--- config.mk ---
export PLATFORM = sky130hd
export DESIGN_NAME = sync_serial_port
export DESIGN_NICKNAME = d
export VERILOG_FILES = /design/src/rtl/ssp_pkg.sv /design/src/rtl/ssp_baud.sv /design/src/rtl/ssp_sync.sv /design/src/rtl/ssp_phase.sv /design/src/rtl/sync_serial_port.sv
export SDC_FILE = /design/constraint.sdc
export NUM_CORES = 1
export LEC_CHECK = 0
export ABC_AREA = 1
export BUFFER_PORTS_ARGS = -buffer_cell sky130_fd_sc_hd__buf_2
export CAP_MARGIN = 20
export CORE_ASPECT_RATIO = 2
export CORE_MARGIN = 2
export CORE_UTILIZATION = 58
export CTS_CLUSTER_SIZE = 28
export DETAILED_ROUTE_END_ITERATION = 12
export PLACE_DENSITY = 0.81
export RECOVER_POWER = 100
export SKIP_LAST_GASP = 1
export SYNTH_ARGS = -nofsm -noshare
export SYNTH_HDL_FRONTEND = slang
export SYNTH_HIERARCHICAL = 1
export SYNTH_SLANG_ARGS = --single-unit
--- constraint.sdc ---
create_clock -name clk -period 2.9 [get_ports clk]
set_input_delay 0.58 -clock clk [delete_from_list [all_inputs] [get_ports clk]]
set_output_delay 0.58 -clock clk [all_outputs]
set_load 0.02 [all_outputs]
--- src/rtl/ssp_pkg.sv ---
package ssp_pkg;

    // Role of one half-bit event in the exchange sequence
    typedef struct packed {
        logic sample;   // capture the input bit
        logic shift;    // move the register by one bit
        logic last;     // final event of the byte
    } ssp_ev_t;

endpackage

--- src/rtl/ssp_baud.sv ---
module ssp_baud #(
    parameter int BAUD_W = 8
) (
    input  logic              clk,
    input  logic              rst_n,
    input  logic              run,
    input  logic              load,
    input  logic [BAUD_W-1:0] reload,
    output logic              tick
);

    logic [BAUD_W-1:0] cnt_d, cnt_q;

    assign tick = run && !load && (cnt_q == '0);

    always_comb begin
        cnt_d = cnt_q;
        if (!run || load || tick) begin
            cnt_d = reload;
        end else begin
            cnt_d = cnt_q - BAUD_W'(1);
        end
    end

    always_ff @(posedge clk or negedge rst_n) begin
        if (!rst_n) cnt_q <= '0;
        else        cnt_q <= cnt_d;
    end

endmodule

--- src/rtl/ssp_sync.sv ---
module ssp_sync #(
    parameter int           W       = 1,
    parameter logic [W-1:0] RST_VAL = '0
) (
    input  logic         clk,
    input  logic         rst_n,
    input  logic [W-1:0] d,
    output logic [W-1:0] q
);

    logic [W-1:0] s1_q, s2_q;

    always_ff @(posedge clk or negedge rst_n) begin
        if (!rst_n) begin
            s1_q <= RST_VAL;
            s2_q <= RST_VAL;
        end else begin
            s1_q <= d;
            s2_q <= s1_q;
        end
    end

    assign q = s2_q;

endmodule

--- src/rtl/ssp_phase.sv ---
module ssp_phase
    import ssp_pkg::*;
#(
    parameter int HCNT_W = 5,
    parameter int LAST   = 16
) (
    input  logic [HCNT_W-1:0] idx,
    input  logic              cpha,
    output ssp_ev_t           kind
);

    logic lead;

    always_comb begin
        lead        = idx[0];
        kind.sample = cpha ? !lead : lead;
        kind.shift  = !kind.sample && !(cpha && (idx == HCNT_W'(1)));
        kind.last   = (idx == HCNT_W'(LAST));
    end

endmodule

--- src/rtl/sync_serial_port.sv ---
module sync_serial_port
    import ssp_pkg::*;
#(
    parameter int DATA_W = 8,
    parameter int BAUD_W = 8
) (
    input  logic              clk,
    input  logic              rst_n,
    input  logic              cfg_enable,
    input  logic              cfg_master,
    input  logic              cfg_cpol,
    input  logic              cfg_cpha,
    input  logic              cfg_lsb_first,
    input  logic              cfg_slave_tx_en,
    input  logic              cfg_irq_en,
    input  logic [BAUD_W-1:0] cfg_baud_reload,
    input  logic              tx_wr,
    input  logic [DATA_W-1:0] tx_wdata,
    input  logic              flag_clr,
    output logic [DATA_W-1:0] rx_data,
    output logic              done_flag,
    output logic              coll_flag,
    output logic              irq,
    input  logic              sck_i,
    output logic              sck_o,
    output logic              sck_oe,
    output logic              sdo,
    output logic              sdo_oe,
    input  logic              sdi,
    input  logic              sel_n,
    output logic              func_active
);

    localparam int                 NUM_EV = 2 * DATA_W;
    localparam int                 HCNT_W = $clog2(NUM_EV + 1);
    localparam logic [HCNT_W-1:0]  LAST   = HCNT_W'(NUM_EV);

    typedef struct packed {
        logic [DATA_W-1:0] sh;
        logic [DATA_W-1:0] rxbuf;
        logic              rxbit;
        logic [HCNT_W-1:0] hcnt;
        logic              busy;
        logic              sck;
        logic              sdo;
        logic              done;
        logic              coll;
        logic              sck_prev;
    } st_t;

    localparam st_t RST = '{sh: '0, rxbuf: '0, rxbit: 1'b0, hcnt: '0,
                            busy: 1'b0, sck: 1'b0, sdo: 1'b1, done: 1'b0,
                            coll: 1'b0, sck_prev: 1'b0};

    st_t q, n;

    function automatic logic [DATA_W-1:0] shift_in(input logic [DATA_W-1:0] v,
                                                   input logic b, input logic lsbf);
        return lsbf ? {b, v[DATA_W-1:1]} : {v[DATA_W-2:0], b};
    endfunction

    function automatic logic out_bit(input logic [DATA_W-1:0] v, input logic lsbf);
        return lsbf ? v[0] : v[DATA_W-1];
    endfunction

    // Slave-side pins brought into the system clock domain
    logic [2:0] pins_s;
    logic       sck_s, sel_s, sdi_s;

    ssp_sync #(.W(3), .RST_VAL(3'b010)) u_sync (
        .clk   (clk),
        .rst_n (rst_n),
        .d     ({sdi, sel_n, sck_i}),
        .q     (pins_s)
    );
    assign {sdi_s, sel_s, sck_s} = pins_s;

    // Control decode
    logic start, coll_set, slv_sel, lead_edge, trail_edge;
    logic tick, m_ev, m_tail, s_ev, ev, din;
    logic [HCNT_W-1:0] idx;
    ssp_ev_t kind;

    assign start      = cfg_enable && cfg_master && tx_wr && !q.busy;
    assign coll_set   = cfg_enable && cfg_master && tx_wr && q.busy;
    assign slv_sel    = cfg_enable && !cfg_master && !sel_s;
    assign lead_edge  = (sck_s != cfg_cpol) && (q.sck_prev == cfg_cpol);
    assign trail_edge = (sck_s == cfg_cpol) && (q.sck_prev != cfg_cpol);
    assign m_ev       = q.busy && tick && (q.hcnt < LAST);
    assign m_tail     = q.busy && tick && (q.hcnt == LAST);
    assign s_ev       = slv_sel && (lead_edge || trail_edge);
    assign ev         = m_ev || s_ev;
    assign idx        = q.hcnt + HCNT_W'(1);
    assign din        = cfg_master ? sdi : sdi_s;

    ssp_baud #(.BAUD_W(BAUD_W)) u_baud (
        .clk    (clk),
        .rst_n  (rst_n),
        .run    (q.busy && cfg_enable),
        .load   (start),
        .reload (cfg_baud_reload),
        .tick   (tick)
    );

    ssp_phase #(.HCNT_W(HCNT_W), .LAST(NUM_EV)) u_phase (
        .idx  (idx),
        .cpha (cfg_cpha),
        .kind (kind)
    );

    always_comb begin
        n = q;
        n.sck_prev = sck_s;
        if (flag_clr) begin
            n.done = 1'b0;
            n.coll = 1'b0;
        end
        if (!cfg_enable) begin
            n.busy = 1'b0;
            n.hcnt = '0;
            n.sck  = cfg_cpol;
            n.sdo  = 1'b1;
        end else begin
            if (!q.busy) n.sck = cfg_cpol;
            if (cfg_master) begin
                if (start) begin
                    n.sh   = tx_wdata;
                    n.busy = 1'b1;
                    n.hcnt = '0;
                    n.sck  = cfg_cpol;
                    n.sdo  = out_bit(tx_wdata, cfg_lsb_first);
                end
                if (coll_set) n.coll = 1'b1;
            end else begin
                if (tx_wr)    n.sh   = tx_wdata;
                if (!slv_sel) n.hcnt = '0;
            end
            if (ev) begin
                n.hcnt = idx;
                if (m_ev)        n.sck   = !q.sck;
                if (kind.sample) n.rxbit = din;
                if (kind.shift) begin
                    n.sh  = shift_in(q.sh, q.rxbit, cfg_lsb_first);
                    n.sdo = out_bit(n.sh, cfg_lsb_first);
                end
                if (kind.last) begin
                    if (cfg_cpha) n.sh = shift_in(q.sh, din, cfg_lsb_first);
                    n.rxbuf = n.sh;
                    n.done  = 1'b1;
                    if (!cfg_master) n.hcnt = '0;
                    if (cfg_master && !cfg_cpha) begin
                        n.busy = 1'b0;
                        n.sdo  = 1'b1;
                        n.hcnt = '0;
                    end
                end
            end
            if (m_tail) begin
                n.busy = 1'b0;
                n.sdo  = 1'b1;
                n.hcnt = '0;
            end
        end
    end

    always_ff @(posedge clk or negedge rst_n) begin
        if (!rst_n) q <= RST;
        else        q <= n;
    end

    assign rx_data     = q.rxbuf;
    assign done_flag   = q.done;
    assign coll_flag   = q.coll;
    assign irq         = q.done && cfg_irq_en;
    assign sck_o       = q.sck;
    assign sck_oe      = cfg_enable && cfg_master;
    assign sdo         = cfg_master ? q.sdo : out_bit(q.sh, cfg_lsb_first);
    assign sdo_oe      = cfg_enable && (cfg_master || (cfg_slave_tx_en && !sel_s));
    assign func_active = cfg_enable;

    // Assertions
    AST_SCK_IDLE_LEVEL: assert property (@(posedge clk) disable iff (!rst_n)
        (cfg_enable && cfg_master && !q.busy && !start) |=> (sck_o == $past(cfg_cpol)));
    AST_SDO_IDLE_HIGH: assert property (@(posedge clk) disable iff (!rst_n)
        (cfg_enable && cfg_master && !q.busy) |-> sdo);
    AST_COLLISION_FLAGGED: assert property (@(posedge clk) disable iff (!rst_n)
        (cfg_enable && cfg_master && q.busy && tx_wr) |=> coll_flag);
    AST_DESELECT_FROZEN: assert property (@(posedge clk) disable iff (!rst_n)
        (cfg_enable && !cfg_master && sel_s && !tx_wr) |=> $stable(q.sh));
    AST_DISABLE_STOPS: assert property (@(posedge clk) disable iff (!rst_n)
        !cfg_enable |=> !q.busy);
    AST_HCNT_BOUND: assert property (@(posedge clk) disable iff (!rst_n)
        q.hcnt <= LAST);

endmodule

Yosys cells after proc, flatten, opt, wreduce, memory -nomap -nowiden:

Index checks and enable logic that the tools add are counted.

* register bits after elaboration: 42
* input bits: 30
* output and inout port bits: 16
* logic and storage cells: 103

* $add $sub $neg: 2
* order comparisons: 1
* eq/ne operators: 9
* muxes and demuxes: 38
* reduce and logical (&&, ||, !) cells: 40

Operator list (count)
* $mux W8: 11
* $mux W26: 1
* $logic_and A1 B1 Y1: 21
* $mux W6: 3
* $mux W16: 1
* $mux W1: 15
* $mux W5: 3
* $eq A5 B5 Y1 const B: 2
* $logic_not A1 Y1: 10
* $logic_not A8 Y1: 1
* $sub A8 B1 Y8 const B: 1
* $mux W2: 3
* $reduce_and A3 Y1: 2
* $add A5 B1 Y5 const B: 1
* $eq A5 B1 Y1 const B: 1
* $logic_or A1 B1 Y1: 5
* $lt A5 B5 Y1 const B: 1
* $ne A5 B2 Y1 const B: 1
* $ne A5 B3 Y1 const B: 1
* $mux W3: 1
* $eq A1 B1 Y1: 2
* $ne A1 B1 Y1: 2
* $reduce_and A2 Y1: 1

Logic depth before layout (Yosys ltp):

Gate-level depths: netlist (run 1).

* word-level depth: 12
* depth in mapped cells: 17
* mapped depth without buffers: 16

Cells and area by module:

The synthesis (run 1) kept the hierarchy.

Modules (own cells, without submodules)
* sync_serial_port: instances 1, cells an instance 396, area each 2427.3 um2, sequential area each 701.9 um2
* ssp_baud: instances 1, cells an instance 70, area each 570.5 um2, sequential area each 200.2 um2
* ssp_sync: instances 1, cells an instance 6, area each 152.6 um2, sequential area each 152.6 um2
* ssp_phase: instances 1, cells an instance 11, area each 50.0 um2, sequential area each 0.0 um2

Least setup slack after synthesis (run 1):

Ideal clock, no wire load.

* kind: input to register
* start point: input cfg_enable
* end point: register q[8] in the netlist's numbering
* setup time: 0.121 ns
* arrival time: 2.464 ns
* required time: 2.779 ns
* path slack: 0.316 ns
* stages: 13
* buffers on the path: 2
* path through: buf_2 -> nand4_1 -> buf_2 -> inv_1 -> nor2_1 -> inv_4 -> nor3_1 -> nand2_1 -> nor4_1 -> nor2_1 -> nand2_1 -> inv_2 -> a22o_1

* word-level cells in the longest chain between the ends: 12
* elaborated cells between the ends (all ways): 20
* classes of those cells: eq/ne: 2; mux: 3; reduce/logical: 15

RTL lines
* from (decl): RTL line sync_serial_port.sv:9 `input logic cfg_enable,`
* $logic_and A1 B1 Y1 (*) (3 in a row): RTL line sync_serial_port.sv:84 `assign start = cfg_enable && cfg_master && tx_wr && !q.busy;`
* net start: RTL line sync_serial_port.sv:79 `logic start, coll_set, slv_sel, lead_edge, trail_edge;`
* $logic_not A1 Y1 (*): RTL line ssp_baud.sv:14 `assign tick = run && !load && (cnt_q == '0);`
* $logic_and A1 B1 Y1 (*) (2 in a row): RTL line ssp_baud.sv:14
* net tick: RTL line sync_serial_port.sv:80 `logic tick, m_ev, m_tail, s_ev, ev, din;`
* $logic_and A1 B1 Y1 (*): RTL line sync_serial_port.sv:89, sync_serial_port.sv:90
* $logic_and A1 B1 Y1: RTL line sync_serial_port.sv:89 `assign m_ev = q.busy && tick && (q.hcnt < LAST);`
* $logic_or A1 B1 Y1: RTL line sync_serial_port.sv:92 `assign ev = m_ev || s_ev;`
* $mux W26: RTL line sync_serial_port.sv:138 `if (ev) begin`
* $mux W6: RTL line sync_serial_port.sv:158 `if (m_tail) begin`
* $mux W8: RTL line sync_serial_port.sv:118 `if (!cfg_enable) begin`
* to (signal assigned): RTL line sync_serial_port.sv:168 `else q <= n;`
* to (decl): RTL line sync_serial_port.sv:55 `st_t q, n;`

Mark *: on every way through the listed nets, which the timed path passes. The rest lies on a longest branch.
A chain may end at the register's enable or synchronous reset.

Final worst setup path (run 1):

* start point: input cfg_master
* end point: register q[20] in the netlist's numbering

* word-level cells in the longest chain between the ends: 10
* elaborated cells between the ends (all ways): 21
* classes of those cells: mux: 8; reduce/logical: 13

RTL lines
* from (decl): RTL line sync_serial_port.sv:10 `input logic cfg_master,`
* branches (longest 9 deep; another with $mux W16)
* $mux W26 (*): RTL line sync_serial_port.sv:138

Every way passes the cells marked *.

==> impl_metrics.ini, run 1 <==
[detailed_routing]
first_pass_iters = 5
wirelength_mm = 8.476
first_iter_violations = 152
drc_errors = 0
via_per_inst = 5.623
ant_nets = 0
vias = 3250
wire_per_inst_um = 14.66

[clock_network]
clkLatencyLatePin_ns = 0.31
cts_buffer_depth = 2
cts_hold_buf = 0
path_clk_slew_ns = 0.08
cts_buffers = 5
post_cts_buffers = 0
clock-root-buffer = clkbuf_8
htreeDepth = 2
ctsResizeCount = 0
cts_tree = done
clock_sinks = 42

[timing]
fin_setup_tns_ns = 0
post-route-min-period_ns = 2.505
timing.fmax_ghz = 0.3992
final.period_utilization = 0.8639
slew_headroom = -0.5200
slew_violations = 43
worst_slew_pin_slew_ns = 2.280
fin_worst_skew_ns = 0.002648
rsz0062_at_grt = false
setup_viol = 0
hold_violations = 0

[critical_path]
crit_type = input port to register
cp_max_fo = 22
start_kind = input port
path_cells = buf_2 -> buf_4 -> nand2_1 -> nor2_1 -> nand3_1 -> nand3_1 -> nand3_1 -> nand3_1 -> nand2_1 -> clkinv_1 -> nand2_1 -> a21oi_1
crit_family = simple AND/OR/NAND/NOR gates
rrSetupSlack_ns = 0.56
crit_end = q[20]
cp_slowest_cell = nor2_1
path_buf_inv = 3
r2r-end = u_baud/cnt_q[7]
worst-path-stages = 12
worstPathArrival_ns = 2.74
r2r_start = q[5]
crit_start = cfg_master
crit_top_cell = nand3_1
crit_path_end_kind = register
cp_data_required_time_ns = 3.14
r2r_cells = 9
cpPeakStageDelay_ns = 0.82

[placed_design]
dpl.cell_count = 570
dp_hpwl_mm = 6.417
gp_congestion = 0.9506
port_buffers = 45

[yosys]
ys_warn_count = 6
synth.distinct_cells = 38
synth_top_area_frac = 0.3049
synth-edff-count = 0
yosys.area.top_type = dfrtp_1
syn_inst = 483
synth_seq_cells = 42
seq_area_frac_synth = 0.3296
synth.cell_area_sq_mm = 0.003201
synthArstFlopShare = 1.000
synthesis.nets = 517
avgSynthCellArea_sq_um = 6.626
ys_top_cells_by_area = dfrtp_1 30%, nand2_1 17%, nand3_1 12%
synth-main-ff-cell = dfrtp_1

[floorplan]
coreArea_sq_mm = 0.005373
io_pins = 46
placementRows = 38
die-height_um = 109.1
dieArea_sq_mm = 0.006164
die_x_um = 56.53
start_util = 0.5957

[global_route]
first_global_vias = 3272
grt_max_degree = 43
grt_remaining_overflow = 0
grt_first_pass_wirelength_mm = 14.05
antenna_found_initial = 0
grt_usage = 0.2944

[cells_and_area]
final_common_cell = nand2_1
fin_util = 0.6395
drive_above_1_share = 0.1486
final_nets = 551
instances_no_fill = 578
fill_cells = 508
num_antenna_cells = 0
layout_common_cells = 150 x nand2_1, 78 x nand3_1, 62 x inv_1
syn_to_final_growth_pct = 7.350

[power_and_ir_drop]
total_leakage_power_nw = 1.897
ir_drop_uv = 423.9
powerDensity_mw_per_mm2 = 424.9

[flow_run]
maxCapViolations = 1

[outcome]
status = finished with violations
violations = max-capacitance violations, max-slew violations

[min_path]
hold_class = register to register
through the flow:
stage	hold slack (ns)	worst slack [ns]	area, sq um	power, mW
after floorplan	0.2844	0.3155	3201	0.9711
after global placement	0.3360	0.4225	3410	1.084
after detailed placement	0.3457	0.3280	3410	1.094
after CTS	0.3590	0.6395	3492	1.469
after global routing	0.3538	0.2066	3436	1.550
final	0.3587	0.3948	3436	1.460
worst min path at each step:
stage	start	endpoint	slack [ns]	cells after the start
floorplan	rst_n	coll_flag	0.28	0
global placement	u_sync/s1_q[2]	u_sync/q[2]	0.34	0
detailed placement	u_sync/s1_q[2]	u_sync/q[2]	0.35	0
CTS	sel_n	u_sync/s1_q[1]	0.36	1
global route	sel_n	u_sync/s1_q[1]	0.35	1
finish	u_sync/s1_q[2]	u_sync/q[2]	0.36	0
registers in the layout, indices dropped and copies added, names as in the netlist:
| signal | flops |
|---|---|
| sck_o | 1 |
| q | 17 |
| u_sync/s1_q | 3 |
| done_flag | 1 |
| rx_data | 8 |
| u_sync/q | 3 |
| u_baud/cnt_q | 8 |
| coll_flag | 1 |
cells by family (layout without fill, tap and decap cells):
family,Yosys count,in the layout,synth area share
AO/OA/AOI/OAI,52,52,0.09070
XOR/XNOR,8,8,0.02189
multiplexers,1,1,0.003518
AND/OR/NAND/NOR,275,275,0.3968
adder cells (fa/ha/maj),4,4,0.01564
buffers and inverters,101,136,0.1419
flip-flops,42,42,0.3296
report_power, final:
part / internal (mW) / switching (mW)
logic: 0.142 / 0.268
registers: 0.630 / 0.0423
clock network: 0.167 / 0.211
cells in the mapped netlist (2+ instances only):
library cell  instances
nor2_2                2
dfrtp_1              39
o21a_1                4
nor2_1               18
o211ai_1              5
or2_2                 4
inv_1                59
clkinv_1              4
o21ai_0              17
nand2_2              11
ha_1                  4
nor3_1                2
xor2_1                5
a21oi_1              16
buf_4                12
nor2_4                3
buf_2                10
nand2_1             147
inv_2                 7
clkbuf_1              6
nand3_1              78
nor2_8                2
dfstp_2               3
xnor2_1               3
o21ai_1               7
nor4_1                2
nand4_1               2
area by class of cell:
cell class | count | area [sq um] | area share
clock inverters | 2 | 10.01 | 0.002913
multi-input cells | 340 | 1660 | 0.4832
flip-flops and latches | 42 | 1055 | 0.3070
inverters | 72 | 274.0 | 0.07975
repair buffers | 56 | 289.0 | 0.08412
clock buffers | 6 | 72.57 | 0.02112
well taps | 60 | 75.07 | 0.02185
routing by layer:
metal | wire, um | GRT usage | part of all wire
met3 | 600 | 0.06168 | 0.071
met4 | 476 | 0.2007 | 0.056
met2 | 4395 | 0.5332 | 0.52
met5 | 0 | 0 | 0
met1 | 3002 | 0.2919 | 0.35
Note: power is estimated with default switching activity, not from simulation.
==> inputs of run 2 (changes only) <==
--- a/config.mk
+++ b/config.mk
@@ -9,7 +9,7 @@
 export BUFFER_PORTS_ARGS = -buffer_cell sky130_fd_sc_hd__buf_2
 export CAP_MARGIN = 20
 export CORE_ASPECT_RATIO = 2
-export CORE_MARGIN = 2
+export CORE_MARGIN = 4
 export CORE_UTILIZATION = 58
 export CTS_CLUSTER_SIZE = 28
 export DETAILED_ROUTE_END_ITERATION = 12
==> impl_metrics.ini, run 2 (synthesis results as in run 1) <==
[global_route]
grt_remaining_overflow = 0
grt_max_degree = 43
antenna_found_initial = 0
grt_usage = 0.2727
first_global_vias = 3170
grt_first_pass_wirelength_mm = 14.12

[cells_and_area]
num_antenna_cells = 0
final_nets = 549
drive_above_1_share = 0.1453
regMostFlops = q
final_common_cell = nand2_1
fill_cells = 527
syn_to_final_growth_pct = 7.232
layout_common_cells = 149 x nand2_1, 78 x nand3_1, 64 x inv_1
largest_register_ffs = 17

[critical_path]
cp_max_fo = 22
start_kind = input port
crit_path_end_kind = register
worstPathArrival_ns = 2.77
r2r_start = q[5]
crit_type = input port to register
crit_start = cfg_master
cp_data_required_time_ns = 3.14

[detailed_routing]
wire_per_inst_um = 14.68
drc_errors = 0
vias = 3271
first_pass_iters = 5
via_per_inst = 5.679
first_iter_violations = 223
ant_nets = 0
wirelength_mm = 8.455

[min_path]
min-delay-start = u_sync/s1_q[0]
hold_class = register to register

[floorplan]
io_pins = 46
die_x_um = 60.53
start_util = 0.5957
dieArea_sq_mm = 0.006843
placementRows = 38
coreArea_sq_mm = 0.005373
die-height_um = 113.1

[clock_network]
clkLatencyLatePin_ns = 0.31
path_clk_slew_ns = 0.07
clock-root-buffer = clkbuf_8
cts_buffer_depth = 2
htreeDepth = 2
cts_tree = done
cts_hold_buf = 0
clock_sinks = 42
post_cts_buffers = 0
cts_buffers = 5
ctsResizeCount = 0

[timing]
timing.fmax_ghz = 0.3967
setup_viol = 0
fin_setup_tns_ns = 0
rsz0062_at_grt = false
hold_violations = 0
slew_headroom = -0.5031
slew_violations = 43
worst_slew_pin_slew_ns = 2.255
final.period_utilization = 0.8692
post-route-min-period_ns = 2.521
fin_worst_skew_ns = 0.01641

[power_and_ir_drop]
report.power.total_mw = 1.475
total_leakage_power_nw = 1.894
ir_drop_uv = 388.0
powerDensity_mw_per_mm2 = 429.8

[placed_design]
gp_congestion = 0.9630
dp_hpwl_mm = 6.505
port_buffers = 45

[outcome]
status = finished with violations
violations = max-capacitance violations, max-slew violations

[flow_run]
maxCapViolations = 1
run 2: cell types whose count changed in the layout (fill, tap and decap cells not counted), moves of 2 or more:
| cell | change |
|---|---|
| inv_2 | -2 |
| buf_4 | -2 |
| inv_1 | +2 |
| o21ai_1 | +3 |
| o21ai_0 | -3 |
run 2: worst paths after layout:
kind | end | slack, ns | cells past startpoint
max reg2reg | u_baud/cnt_q[6] | 0.48 | 9
min reg2reg | u_sync/q[0] | 0.35 | 0
max | q[26] | 0.38 | 14
min | u_sync/q[0] | 0.35 | 0
min in group asynchronous | u_baud/cnt_q[3] | 0.91 | 1
max in group asynchronous | q[20] | 0.67 | 1
run 2: area by class of cell:
cell class / count / area [sq um] / share of cell area
clock buffers: 7 / 86.33 / 0.02515
clock inverters: 1 / 5.005 / 0.001458
inverters: 72 / 272.8 / 0.07948
multi-input cells: 340 / 1663 / 0.4845
flip-flops and latches: 42 / 1055 / 0.3073
well taps: 60 / 75.07 / 0.02187
repair buffers: 54 / 275.3 / 0.08020
run 2: per-stage QoR:
| stage | hold slack, ns | cell area (sq um) | worst slack (ns) | utilization | cells |
|---|---|---|---|---|---|
| CTS | 0.3578 | 3486 | 0.5311 | 0.6488 | 576 |
| global route | 0.3590 | 3432 | 0.1487 | 0.6388 | 576 |
| detailed placement | 0.3387 | 3395 | 0.2596 | 0.6318 | 568 |
| floorplan | 0.2844 | 3201 | 0.3155 | - | 483 |
| global placement | 0.3324 | 3395 | 0.3408 | 0.6318 | 568 |
| finish | 0.3535 | 3432 | 0.3794 | 0.6388 | 576 |
run 2: metal layers:
metal	wire [um]	track usage	up-vias
met5	0	0	-
met4	512	0.1577	0
met3	558	0.04338	48
met2	4388	0.4747	155
met1	2995	0.2971	1491
li1	-	-	1577
run 2: worst max-delay path, stage by stage:
cell and delay, ns:
buf_2 0.09, buf_4 0.27, nand2_1 0.13, nor2_1 0.80, nand3_1 0.15, nand3_1 0.16, nand3_1 0.11, nand2_1 0.10
nand2_1 0.05, nand2_1 0.10, inv_1 0.05, nand2_1 0.06, nand2_1 0.05, nand2_1 0.05
run 2: where the power goes:
group / internal (mW) / switching (mW) / leakage [nW]
registers: 0.630 / 0.0410 / 0.522
logic: 0.140 / 0.269 / 1.32
clock network: 0.192 / 0.203 / 0.0482
total: 0.962 / 0.513 / 1.89
